[config.mk]
export PLATFORM = sky130hd
export DESIGN_NAME = wt_dma_engine
export DESIGN_NICKNAME = d
export VERILOG_FILES = /design/src/rtl/wt_dma_pkg.sv /design/src/rtl/wt_dma_regs.sv /design/src/rtl/wt_dma_mover.sv /design/src/rtl/wt_dma_engine.sv
export SDC_FILE = /design/constraint.sdc
export NUM_CORES = 1
export LEC_CHECK = 0
export ABC_AREA = 1
export BUFFER_PORTS_ARGS = -buffer_cell sky130_fd_sc_hd__buf_2
export CORE_AREA = 2 2 154 156
export CTS_BUF_LIST = sky130_fd_sc_hd__clkbuf_8 sky130_fd_sc_hd__clkbuf_16
export DETAILED_ROUTE_END_ITERATION = 7
export DIE_AREA = 0 0 156 158
export PLACE_DENSITY_LB_ADDON = 0.05
export SYNTH_ARGS = -nofsm -noshare
export SYNTH_HDL_FRONTEND = slang
export SYNTH_SLANG_ARGS = --single-unit
[constraint.sdc]
create_clock -name clk -period 4 [get_ports clk]
set_input_delay 0.8 -clock clk [delete_from_list [all_inputs] [get_ports clk]]
set_output_delay 0.8 -clock clk [all_outputs]
set_load 0.05 [all_outputs]
[src/rtl/wt_dma_pkg.sv]
package wt_dma_pkg;
    localparam int ADDR_W  = 20;
    localparam int START_W = 16;
    localparam int EXT_W   = 8;
    localparam int BYTE_W  = 8;

    typedef struct packed {
        logic       inv_msb;   // bit 7: flip sample sign on upload
        logic       lo_pass;   // bit 6: 16-bit data, low byte untouched
        logic       tc_ien;    // bit 5: interrupt at terminal count
        logic [2:0] spare;     // bits 4..2
        logic       to_host;   // bit 1: direction
        logic       req;       // bit 0: request / running
    } ctrl_t;

    function automatic logic [ADDR_W-1:0] base_addr(input logic [START_W-1:0] st,
                                                    input logic [EXT_W-1:0] ex);
        return ADDR_W'({st, 4'b0000}) + ADDR_W'(ex[3:0]);
    endfunction

    function automatic logic [ADDR_W-1:0] xlate_wide(input logic [ADDR_W-1:0] a);
        return (a & 20'hC0000) + ((a & 20'h1FFF0) << 1);
    endfunction

    function automatic logic [BYTE_W-1:0] sign_mask(input logic inv, input logic lo_pass,
                                                     input logic hi_phase);
        return (inv && (hi_phase || !lo_pass)) ? 8'h80 : 8'h00;
    endfunction
endpackage

[src/rtl/wt_dma_regs.sv]
module wt_dma_regs
    import wt_dma_pkg::*;
#(
    parameter int LEN_W = 16
) (
    input  logic                 clk,
    input  logic                 rst,
    input  logic                 wide_chan,
    input  logic                 cfg_wr_ctrl,
    input  logic                 cfg_wr_start,
    input  logic                 cfg_wr_ext,
    input  logic [15:0]          cfg_wdata,
    input  logic [LEN_W-1:0]     xfer_len,
    input  logic                 ctrl_rd,
    input  logic                 finish,
    output ctrl_t                ctrl_q,
    output logic                 go,
    output logic [START_W-1:0]   start_q,
    output logic [EXT_W-1:0]     ext_q,
    output logic                 tc_pend,
    output logic                 done_q,
    output logic [7:0]           rdata
);
    logic [LEN_W-1:0] len_q;
    logic             lock;

    assign lock = ctrl_q.req;
    assign go   = cfg_wr_ctrl && !lock && cfg_wdata[0];

    always_comb begin
        rdata    = ctrl_q;
        rdata[6] = tc_pend;
        rdata[2] = wide_chan;
    end

    always_ff @(posedge clk) begin
        if (rst) begin
            ctrl_q  <= '0;
            start_q <= '0;
            ext_q   <= '0;
            len_q   <= '0;
            tc_pend <= 1'b0;
            done_q  <= 1'b0;
        end else begin
            done_q <= finish;
            if (!lock) begin
                if (cfg_wr_ctrl) ctrl_q <= ctrl_t'(cfg_wdata[7:0]);
                if (go) len_q <= xfer_len;
                if (cfg_wr_ext) ext_q <= cfg_wdata[EXT_W-1:0];
                if (cfg_wr_start) begin
                    start_q    <= cfg_wdata[START_W-1:0];
                    ext_q[7:4] <= 4'h0;
                end
            end
            if (finish) begin
                ctrl_q.req <= 1'b0;
                start_q    <= start_q + START_W'(len_q >> 4);
                ext_q      <= {4'h0, 4'(len_q[3:0] + ext_q[3:0])};
            end
            if (finish && ctrl_q.tc_ien) tc_pend <= 1'b1;
            else if (ctrl_rd)            tc_pend <= 1'b0;
        end
    end

    p_done_clears_req_r6: assert property (@(posedge clk) disable iff (rst)
        finish |=> !ctrl_q.req && done_q);
    p_tc_set_wins_r7: assert property (@(posedge clk) disable iff (rst)
        (finish && ctrl_q.tc_ien) |=> tc_pend);
    p_busy_hold_r9: assert property (@(posedge clk) disable iff (rst)
        (lock && !finish) |=> $stable(start_q) && $stable(ext_q));
endmodule

[src/rtl/wt_dma_mover.sv]
module wt_dma_mover
    import wt_dma_pkg::*;
#(
    parameter int LEN_W = 16
) (
    input  logic                 clk,
    input  logic                 rst,
    input  logic                 go,
    input  logic [ADDR_W-1:0]    first_addr,
    input  logic [LEN_W-1:0]     xfer_len,
    input  logic                 wide_chan,
    input  ctrl_t                ctrl,
    input  logic                 h2w_valid,
    input  logic [BYTE_W-1:0]    h2w_data,
    output logic                 h2w_ready,
    output logic                 w2h_valid,
    output logic [BYTE_W-1:0]    w2h_data,
    input  logic                 w2h_ready,
    output logic                 mem_we,
    output logic                 mem_re,
    output logic [ADDR_W-1:0]    mem_addr,
    output logic [BYTE_W-1:0]    mem_wdata,
    input  logic [BYTE_W-1:0]    mem_rdata,
    output logic                 finish
);
    localparam int CNT_W = LEN_W + 1;

    logic              busy_q;
    logic              phase_q;
    logic [CNT_W-1:0]  left_q;
    logic [ADDR_W-1:0] addr_q;
    logic              have;
    logic              beat;

    assign have      = busy_q && (left_q != '0);
    assign h2w_ready = have && !ctrl.to_host;
    assign w2h_valid = have && ctrl.to_host;
    assign beat      = ctrl.to_host ? (w2h_valid && w2h_ready) : (h2w_valid && h2w_ready);
    assign mem_we    = h2w_valid && h2w_ready;
    assign mem_re    = w2h_valid;
    assign mem_addr  = addr_q;
    assign mem_wdata = h2w_data ^ sign_mask(ctrl.inv_msb, ctrl.lo_pass, wide_chan && phase_q);
    assign w2h_data  = mem_rdata;
    assign finish    = busy_q && ((left_q == CNT_W'(1) && beat) || left_q == '0);

    always_ff @(posedge clk) begin
        if (rst) begin
            busy_q  <= 1'b0;
            phase_q <= 1'b0;
            left_q  <= '0;
            addr_q  <= '0;
        end else if (go) begin
            busy_q  <= 1'b1;
            phase_q <= 1'b0;
            left_q  <= wide_chan ? {xfer_len, 1'b0} : {1'b0, xfer_len};
            addr_q  <= wide_chan ? xlate_wide(first_addr) : first_addr;
        end else begin
            if (finish) busy_q <= 1'b0;
            if (beat) begin
                addr_q  <= addr_q + ADDR_W'(1);
                left_q  <= left_q - CNT_W'(1);
                phase_q <= !phase_q;
            end
        end
    end

    p_one_dir_r3: assert property (@(posedge clk) disable iff (rst) !(mem_we && mem_re));
    p_idle_quiet_r10: assert property (@(posedge clk) disable iff (rst)
        !busy_q |-> (!h2w_ready && !w2h_valid));
    p_addr_step_r1: assert property (@(posedge clk) disable iff (rst)
        ($past(beat) && busy_q) |-> addr_q == ADDR_W'($past(addr_q) + ADDR_W'(1)));
endmodule

[src/rtl/wt_dma_engine.sv]
module wt_dma_engine
    import wt_dma_pkg::*;
#(
    parameter int LEN_W = 16
) (
    input  logic              clk,
    input  logic              rst,
    input  logic              wide_chan,
    input  logic              cfg_wr_ctrl,
    input  logic              cfg_wr_start,
    input  logic              cfg_wr_ext,
    input  logic [15:0]       cfg_wdata,
    input  logic [LEN_W-1:0]  xfer_len,
    input  logic              ctrl_rd,
    output logic [7:0]        ctrl_rdata,
    output logic [15:0]       start_reg,
    output logic [7:0]        ext_reg,
    input  logic              h2w_valid,
    input  logic [7:0]        h2w_data,
    output logic              h2w_ready,
    output logic              w2h_valid,
    output logic [7:0]        w2h_data,
    input  logic              w2h_ready,
    output logic              mem_we,
    output logic              mem_re,
    output logic [19:0]       mem_addr,
    output logic [7:0]        mem_wdata,
    input  logic [7:0]        mem_rdata,
    output logic              irq,
    output logic              done
);
    ctrl_t             ctrl_q;
    logic              go;
    logic              finish;
    logic [ADDR_W-1:0] first_addr;

    assign first_addr = base_addr(start_reg, ext_reg);

    wt_dma_regs #(.LEN_W(LEN_W)) regs_i (
        .clk(clk), .rst(rst), .wide_chan(wide_chan),
        .cfg_wr_ctrl(cfg_wr_ctrl), .cfg_wr_start(cfg_wr_start), .cfg_wr_ext(cfg_wr_ext),
        .cfg_wdata(cfg_wdata), .xfer_len(xfer_len), .ctrl_rd(ctrl_rd), .finish(finish),
        .ctrl_q(ctrl_q), .go(go), .start_q(start_reg), .ext_q(ext_reg),
        .tc_pend(irq), .done_q(done), .rdata(ctrl_rdata)
    );

    wt_dma_mover #(.LEN_W(LEN_W)) mover_i (
        .clk(clk), .rst(rst), .go(go), .first_addr(first_addr), .xfer_len(xfer_len),
        .wide_chan(wide_chan), .ctrl(ctrl_q),
        .h2w_valid(h2w_valid), .h2w_data(h2w_data), .h2w_ready(h2w_ready),
        .w2h_valid(w2h_valid), .w2h_data(w2h_data), .w2h_ready(w2h_ready),
        .mem_we(mem_we), .mem_re(mem_re), .mem_addr(mem_addr),
        .mem_wdata(mem_wdata), .mem_rdata(mem_rdata), .finish(finish)
    );
endmodule

Word level (Yosys, flattened, before mapping) --
Cells that the tools add are included.
Word-level totals: register bits after elaboration 89, input bits 57, output and inout bits 74, logic and storage cells 80
Operators by class: add/subtract/negate cells 6, equal/unequal tests 2, multiplexer cells 21, bitwise logic cells 2, reductions and logical operators 33
Operator list (count):
- 20-bit two-way mux | 3
- 17-bit two-way mux | 3
- 16-bit two-way mux | 3
- 20-bit by 1-bit adder with 20-bit output (second input constant) | 1
- 20-bit by 18-bit adder with 20-bit output | 1
- 20-bit by 4-bit adder with 20-bit output | 1
- 17-bit by 1-bit equality test with 1-bit output (second input constant) | 1
- 17-bit logical NOT | 1
- 17-bit nonzero test | 1
- 17-bit by 1-bit subtractor with 17-bit output (second input constant) | 1
- 16-bit by 12-bit adder with 16-bit output | 1
- 8-bit two-way mux | 2
- 1-bit logical AND | 12
- 4-bit two-way mux | 3
- 2-bit nonzero test | 6
- 2-bit AND reduction | 5
- 8-bit bitwise XOR | 1
- 1-bit two-way mux | 7
- 4-bit adder | 1
- 1-bit logical NOT | 4
- 2-bit OR reduction | 2
- 1-bit logical OR | 2
- 2-bit by 1-bit != test with 1-bit output (second input constant) | 1
- 1-bit inverter | 1

Depth between registers and ports, before layout --
depth in word-level cells 10, gate-level depth with buffers 15, gate-level depth less buffers 14

Cells and area by module --
A second synthesis with hierarchy kept.
Unflattened totals: cells, all modules 971, area total of the unflattened synthesis 6094.6 um^2
Modules (own cells, without submodules):
- wt_dma_mover | instances 1, cells each 529, area an instance 3191.8 um^2
- wt_dma_regs | instances 1, cells each 442, area an instance 2902.8 um^2

Worst setup path before layout --
OpenSTA, ideal clock, no wires.
path kind input to output, start point input wide_chan, end point output mem_wdata[7], data arrival time 2326 ps, required time 3200 ps, path slack 874 ps, stages 6, path through clkbuf_1 clkbuf_1 nand2_1 nand2_1 nand2_1 xnor2_1
On the way: cells in the longest elaborated chain, start to end 5
Ends and longest elaborated chain:
- start, declared | RTL line wt_dma_engine.sv:8 | input logic wide_chan,
- 1-bit logical AND | RTL line wt_dma_mover.sv:42 | assign mem_wdata = h2w_data ^ sign_mask(ctrl.inv_msb, ctrl.lo_pass, wide_chan && phase_q);
- 1-bit logical OR | RTL line wt_dma_pkg.sv:27 | return (inv && (hi_phase || !lo_pass)) ? 8'h80 : 8'h00;
- 1-bit logical AND | RTL line wt_dma_pkg.sv:27
- 8-bit two-way mux | RTL line wt_dma_pkg.sv:27
- 8-bit bitwise XOR | RTL line wt_dma_mover.sv:42
- end, declared | RTL line wt_dma_engine.sv:27 | output logic [7:0] mem_wdata,
No other way between the ends.

Worst setup path in the final report --
start point register mover_i.left_q[0], end point output mem_re
On the way: cells in the longest elaborated chain, start to end 3
Ends and longest elaborated chain:
- start, declared | RTL line wt_dma_mover.sv:30 | logic [CNT_W-1:0] left_q;
- start signal, assigned | RTL line wt_dma_mover.sv:55 | left_q <= wide_chan ? {xfer_len, 1'b0} : {1'b0, xfer_len};
- start signal, assigned | RTL line wt_dma_mover.sv:61 | left_q <= left_q - CNT_W'(1);
- 17-bit nonzero test | RTL line wt_dma_mover.sv:35 | assign have = busy_q && (left_q != '0);
- 1-bit logical AND | RTL line wt_dma_mover.sv:35
- 1-bit logical AND | RTL line wt_dma_mover.sv:37 | assign w2h_valid = have && ctrl.to_host;
- end, declared | RTL line wt_dma_engine.sv:25 | output logic mem_re,
No other way between the ends.

==> impl_metrics.json <==
{
  "grt_pass1_wl_um": 31680,
  "drive_above_1_share_pct": 16.76,
  "initial_core_util_pct": 24.66,
  "dp_hpwl_um": 15260,
  "fp.coreArea_um2": 23050,
  "rows": 56,
  "timing.critical_path.buf_inv": 2,
  "combinationalPowerShare_pct": 28.0,
  "synth-xor-area-share_pct": 4.621,
  "finalSetupTns_ps": 0,
  "max-clock-path-buffers": 2,
  "total_grt_usage_pct": 16.85,
  "num-fill-cells": 2643,
  "nets": 980,
  "timing.final.crit_share_pct": 65.23,
  "fin_worst_skew_ps": 8.965,
  "antenna_found_initial": 0,
  "critical_path.most_common_cell": "sky130_fd_sc_hd__nand2_1",
  "io_buf_count": 100,
  "number_of_clock_buffers_inserted_by_tritoncts": 9,
  "final-instance-count-excl-fill": 1197,
  "worst_path_arrival_time_ps": 1810,
  "net_count_after_synthesis": 922,
  "place_ws_ps": 1382,
  "post_synth_mux_area_share_pct": 0.1761,
  "yosys-top-cells-area": "sky130_fd_sc_hd__dfxtp_1 31%, sky130_fd_sc_hd__nand2_1 13%, sky130_fd_sc_hd__o21ai_0 7.3%",
  "cts_tree": "yes",
  "clk_latency_ps": 350,
  "tot_pwr_mw": 2.745,
  "main_combinational_cell_family_by_area_after_synthesis": "simple AND/OR/NAND/NOR gates",
  "report.final.setup_viol": 0,
  "finalWorstSetupSlack_ps": 1391,
  "tritoncts_num_sinks": 88,
  "netSwitchingFraction_pct": 37.48,
  "postPlaceCellArea_um2": 6241,
  "slew_at_the_pin_with_the_worst_max_slew_slack_ps": 859.5,
  "seq_power_share_pct": 38.1,
  "regToRegStartpoint": "mover_i.left_q[0]",
  "overflow": 0,
  "worst_case_vdd_ir_drop_mv": 0.1815,
  "unrepaired_setup_endpoints_after_global_routing": "false",
  "synth_seq_area_share_pct": 30.99,
  "number_of_post_cts_setup_repair_buffers": 0,
  "min_from": "regs_i.ext_q[6]",
  "utilization_pct": 28.45,
  "maximum_number_of_pins_on_one_net_before_global_route_repair": 61,
  "grt_pass1_vias": 5368,
  "setup.reg_to_reg.worst_slack_ps": 1520,
  "antenna-diode-count": 0,
  "slew_violations": 0,
  "cts_hold_buffers": 0,
  "final_cell_area_um2": 6559,
  "worst_case_hold_slack_ps": 463.4,
  "synth_compound_area_share_pct": 20.22,
  "yosysWarnings": 0,
  "hold_path_depth": 2,
  "p_leak_nw": 3.025,
  "clk_transition_reported_paths_ps": 70,
  "crit-reg2reg-capture": "regs_i.start_q[3]",
  "pwr_density_cell_nw_per_um2": 418.5,
  "timing.hold.worst.class": "flop to flop",
  "timing.critical_path.max_delay_family": "simple AND/OR/NAND/NOR gates",
  "post_synth_fa_ha_maj_area_fraction_pct": 4.886,
  "p_switching_mw": 1.029,
  "path_max_fanout": 5,
  "synth-seq-cells": 88,
  "htreeDepth": 3,
  "critPathRequiredTime_ps": 3200,
  "run_status": "finished clean",
  "cts_resized": 0,
  "worst_slew_margin_rel_pct": 42.37,
  "syn-mean-instance-area_um2": 6.736,
  "synth_largest_type_area_fraction_pct": 30.99,
  "finalCriticalPeriod_ps": 2609,
  "synth_area_leader_cell": "sky130_fd_sc_hd__dfxtp_1",
  "top_level_ports": 131,
  "route.detailed.vias_per_inst": 4.637,
  "synth.cell_area_um2": 5685,
  "synth_cells": 844,
  "internal_power_mw": 1.716,
  "route.detailed.drc": 0,
  "hold_viol_final": 0,
  "fmax_ghz": 0.3832,
  "numPlacedInstances": 1181,
  "share_clk_of_total_power_pct": 33.9,
  "die_w_um": 156,
  "finalWeightedCongestion": 0.7656,
  "yosysUniqueCellTypes": 44,
  "drtIter0Drc": 283,
  "worstRegToRegCells": 13,
  "timing.critical_path.slowest_stage_cell": "sky130_fd_sc_hd__dfxtp_1",
  "routed_wirelength_um": 20560,
  "vias": 5550,
  "endpoint_class_of_the_critical_path": "output pin",
  "die_y_um": 158,
  "worst-setup-path-type": "flop to output pin",
  "min_delay_worst_endpoint": "regs_i.ext_q[6]",
  "clock_tree.root_cell": "sky130_fd_sc_hd__clkbuf_16",
  "startpoint_types": "flop",
  "detail-route-antenna-nets": 0,
  "max-cap-violations": 0,
  "critical_path.max_stage_delay_ps": 390,
  "routedWlPerCell_um": 17.17,
  "die_footprint_um2": 24650,
  "syn_to_final_growth_pct": 15.36,
  "timing.critical_path.cells": "inv_1 -> ha_1 -> nand2_1 -> nor2_2 -> nand2_4 -> nand2_1 -> nor2_1 -> buf_2",
  "synth_simple_gate_area_share_pct": 27.99,
  "drt_pre_antenna_iters": 4
}
## cell families after synthesis
| kind of cell | Yosys count |
|---|---|
| and+or+nand+nor | 367 |
| buffers and inverters | 129 |
| AOI/OAI and AO/OA | 208 |
| xor gates and xnor gates | 30 |
| DFF | 88 |
| adders and majority gates | 21 |
| muxes | 1 |
## cells in the mapped netlist (all sizes together)
library cell and instances:
o22ai 3, or2 6, fa 2, o21bai 1
inv 65, nor4 2, nand3b 2, dfxtp 88
a32oi 1, nand3 58, nor3 5, o31ai 2
xor2 15, a31oi 8, buf 36, a21oi 81
a211oi 8, nor2 85, mux2i 1, a21boi 3
o211ai 8, ha 19, a311oi 2, clkbuf 26
clkinv 2, a22o 1, o21ai 84, xnor2 15
nand2 206, a21o 3, a22oi 3, nand4 3
## power by group through the flow
stage | logic, mW | registers (mW) | clock network (mW)
2_1_floorplan | 0.506 | 1.16 | 0
3_3_place_gp | 0.779 | 1.07 | 0
3_5_place_dp | 0.775 | 1.07 | 0
4_1_cts | 0.779 | 1.05 | 0.960
5_1_grt | 0.856 | 1.06 | 0.988
6_report | 0.767 | 1.05 | 0.931
## sequential cells by signal (all words and copies together), names as in the netlist
signal and count:
regs_i.lock 1, regs_i.start_q 16, regs_i.tc_pend 1, mover_i.busy_q 1
regs_i.done_q 1, mover_i.mem_addr 20, regs_i.ext_q 8, regs_i.ctrl_q 6
regs_i.len_q 16, mover_i.phase_q 1, mover_i.left_q 17
## per-layer routing
layer  global-route usage [%]  share of wire [%]  vias up
met5                        0                  0        -
met4                    3.058               0.68        0
met3                    2.820                3.0       12
met2                    28.23                 47       93
met1                    23.02                 50     2550
li1                         -                  -     2895
## worst max path at each step
stage,from,end,slack [ps],cells after the start
floorplan,wide_chan,mem_wdata[7],870,6
finish,mover_i.left_q[0],mem_re,1390,8
global placement,wide_chan,mem_wdata[7],1390,6
detailed placement,wide_chan,mem_wdata[7],1380,6
CTS,mover_i.left_q[0],mem_re,1350,8
global route,mover_i.left_q[0],mem_re,1230,8
## tightest hold or removal path: stages (launching register included)
cell	delay [ps]
sky130_fd_sc_hd__dfxtp_1	310
sky130_fd_sc_hd__nand2_1	60
sky130_fd_sc_hd__a21oi_1	50
## final cells by class
cell class                      count  area (um2)  area share, %
Clock buffer                       12       266.5          4.063
Timing Repair Buffer              109       568.0          8.661
Clock inverter                      4       51.30         0.7821
Tap cell                          290       362.8          5.532
Sequential cell                    88        1762          26.86
Multi-Input combinational cell    627        3297          50.27
Inverter                           67       251.5          3.834
## placed cells by master (no fill, tap or decap), types with 2 or more instances in the layout
cell type                   count
sky130_fd_sc_hd__xnor2_1       15
sky130_fd_sc_hd__o22ai_1        3
sky130_fd_sc_hd__xor2_1        15
sky130_fd_sc_hd__o31ai_1        2
sky130_fd_sc_hd__clkbuf_8       3
sky130_fd_sc_hd__nand2_4        3
sky130_fd_sc_hd__nor4_1         2
sky130_fd_sc_hd__dfxtp_1       88
sky130_fd_sc_hd__a31oi_1        8
sky130_fd_sc_hd__or2_2          6
sky130_fd_sc_hd__a21oi_1       81
sky130_fd_sc_hd__buf_4          9
sky130_fd_sc_hd__clkbuf_16      9
sky130_fd_sc_hd__nand4_4        2
sky130_fd_sc_hd__nand3b_1       2
sky130_fd_sc_hd__o21ai_0       83
sky130_fd_sc_hd__a21boi_0       2
sky130_fd_sc_hd__ha_1          19
sky130_fd_sc_hd__inv_1         63
sky130_fd_sc_hd__a22oi_1        3
sky130_fd_sc_hd__nand2_1      198
sky130_fd_sc_hd__nand2_2        5
sky130_fd_sc_hd__clkinv_1       2
sky130_fd_sc_hd__nor2_2         2
sky130_fd_sc_hd__o211ai_1       8
sky130_fd_sc_hd__nor2_4         4
sky130_fd_sc_hd__a21o_1         3
sky130_fd_sc_hd__nor2_1        79
sky130_fd_sc_hd__fa_1           2
sky130_fd_sc_hd__nand3_1       58
sky130_fd_sc_hd__inv_2          2
sky130_fd_sc_hd__buf_2        100
sky130_fd_sc_hd__nor3_1         4
sky130_fd_sc_hd__a211oi_1       8
(Power assumes the default switching activity.)
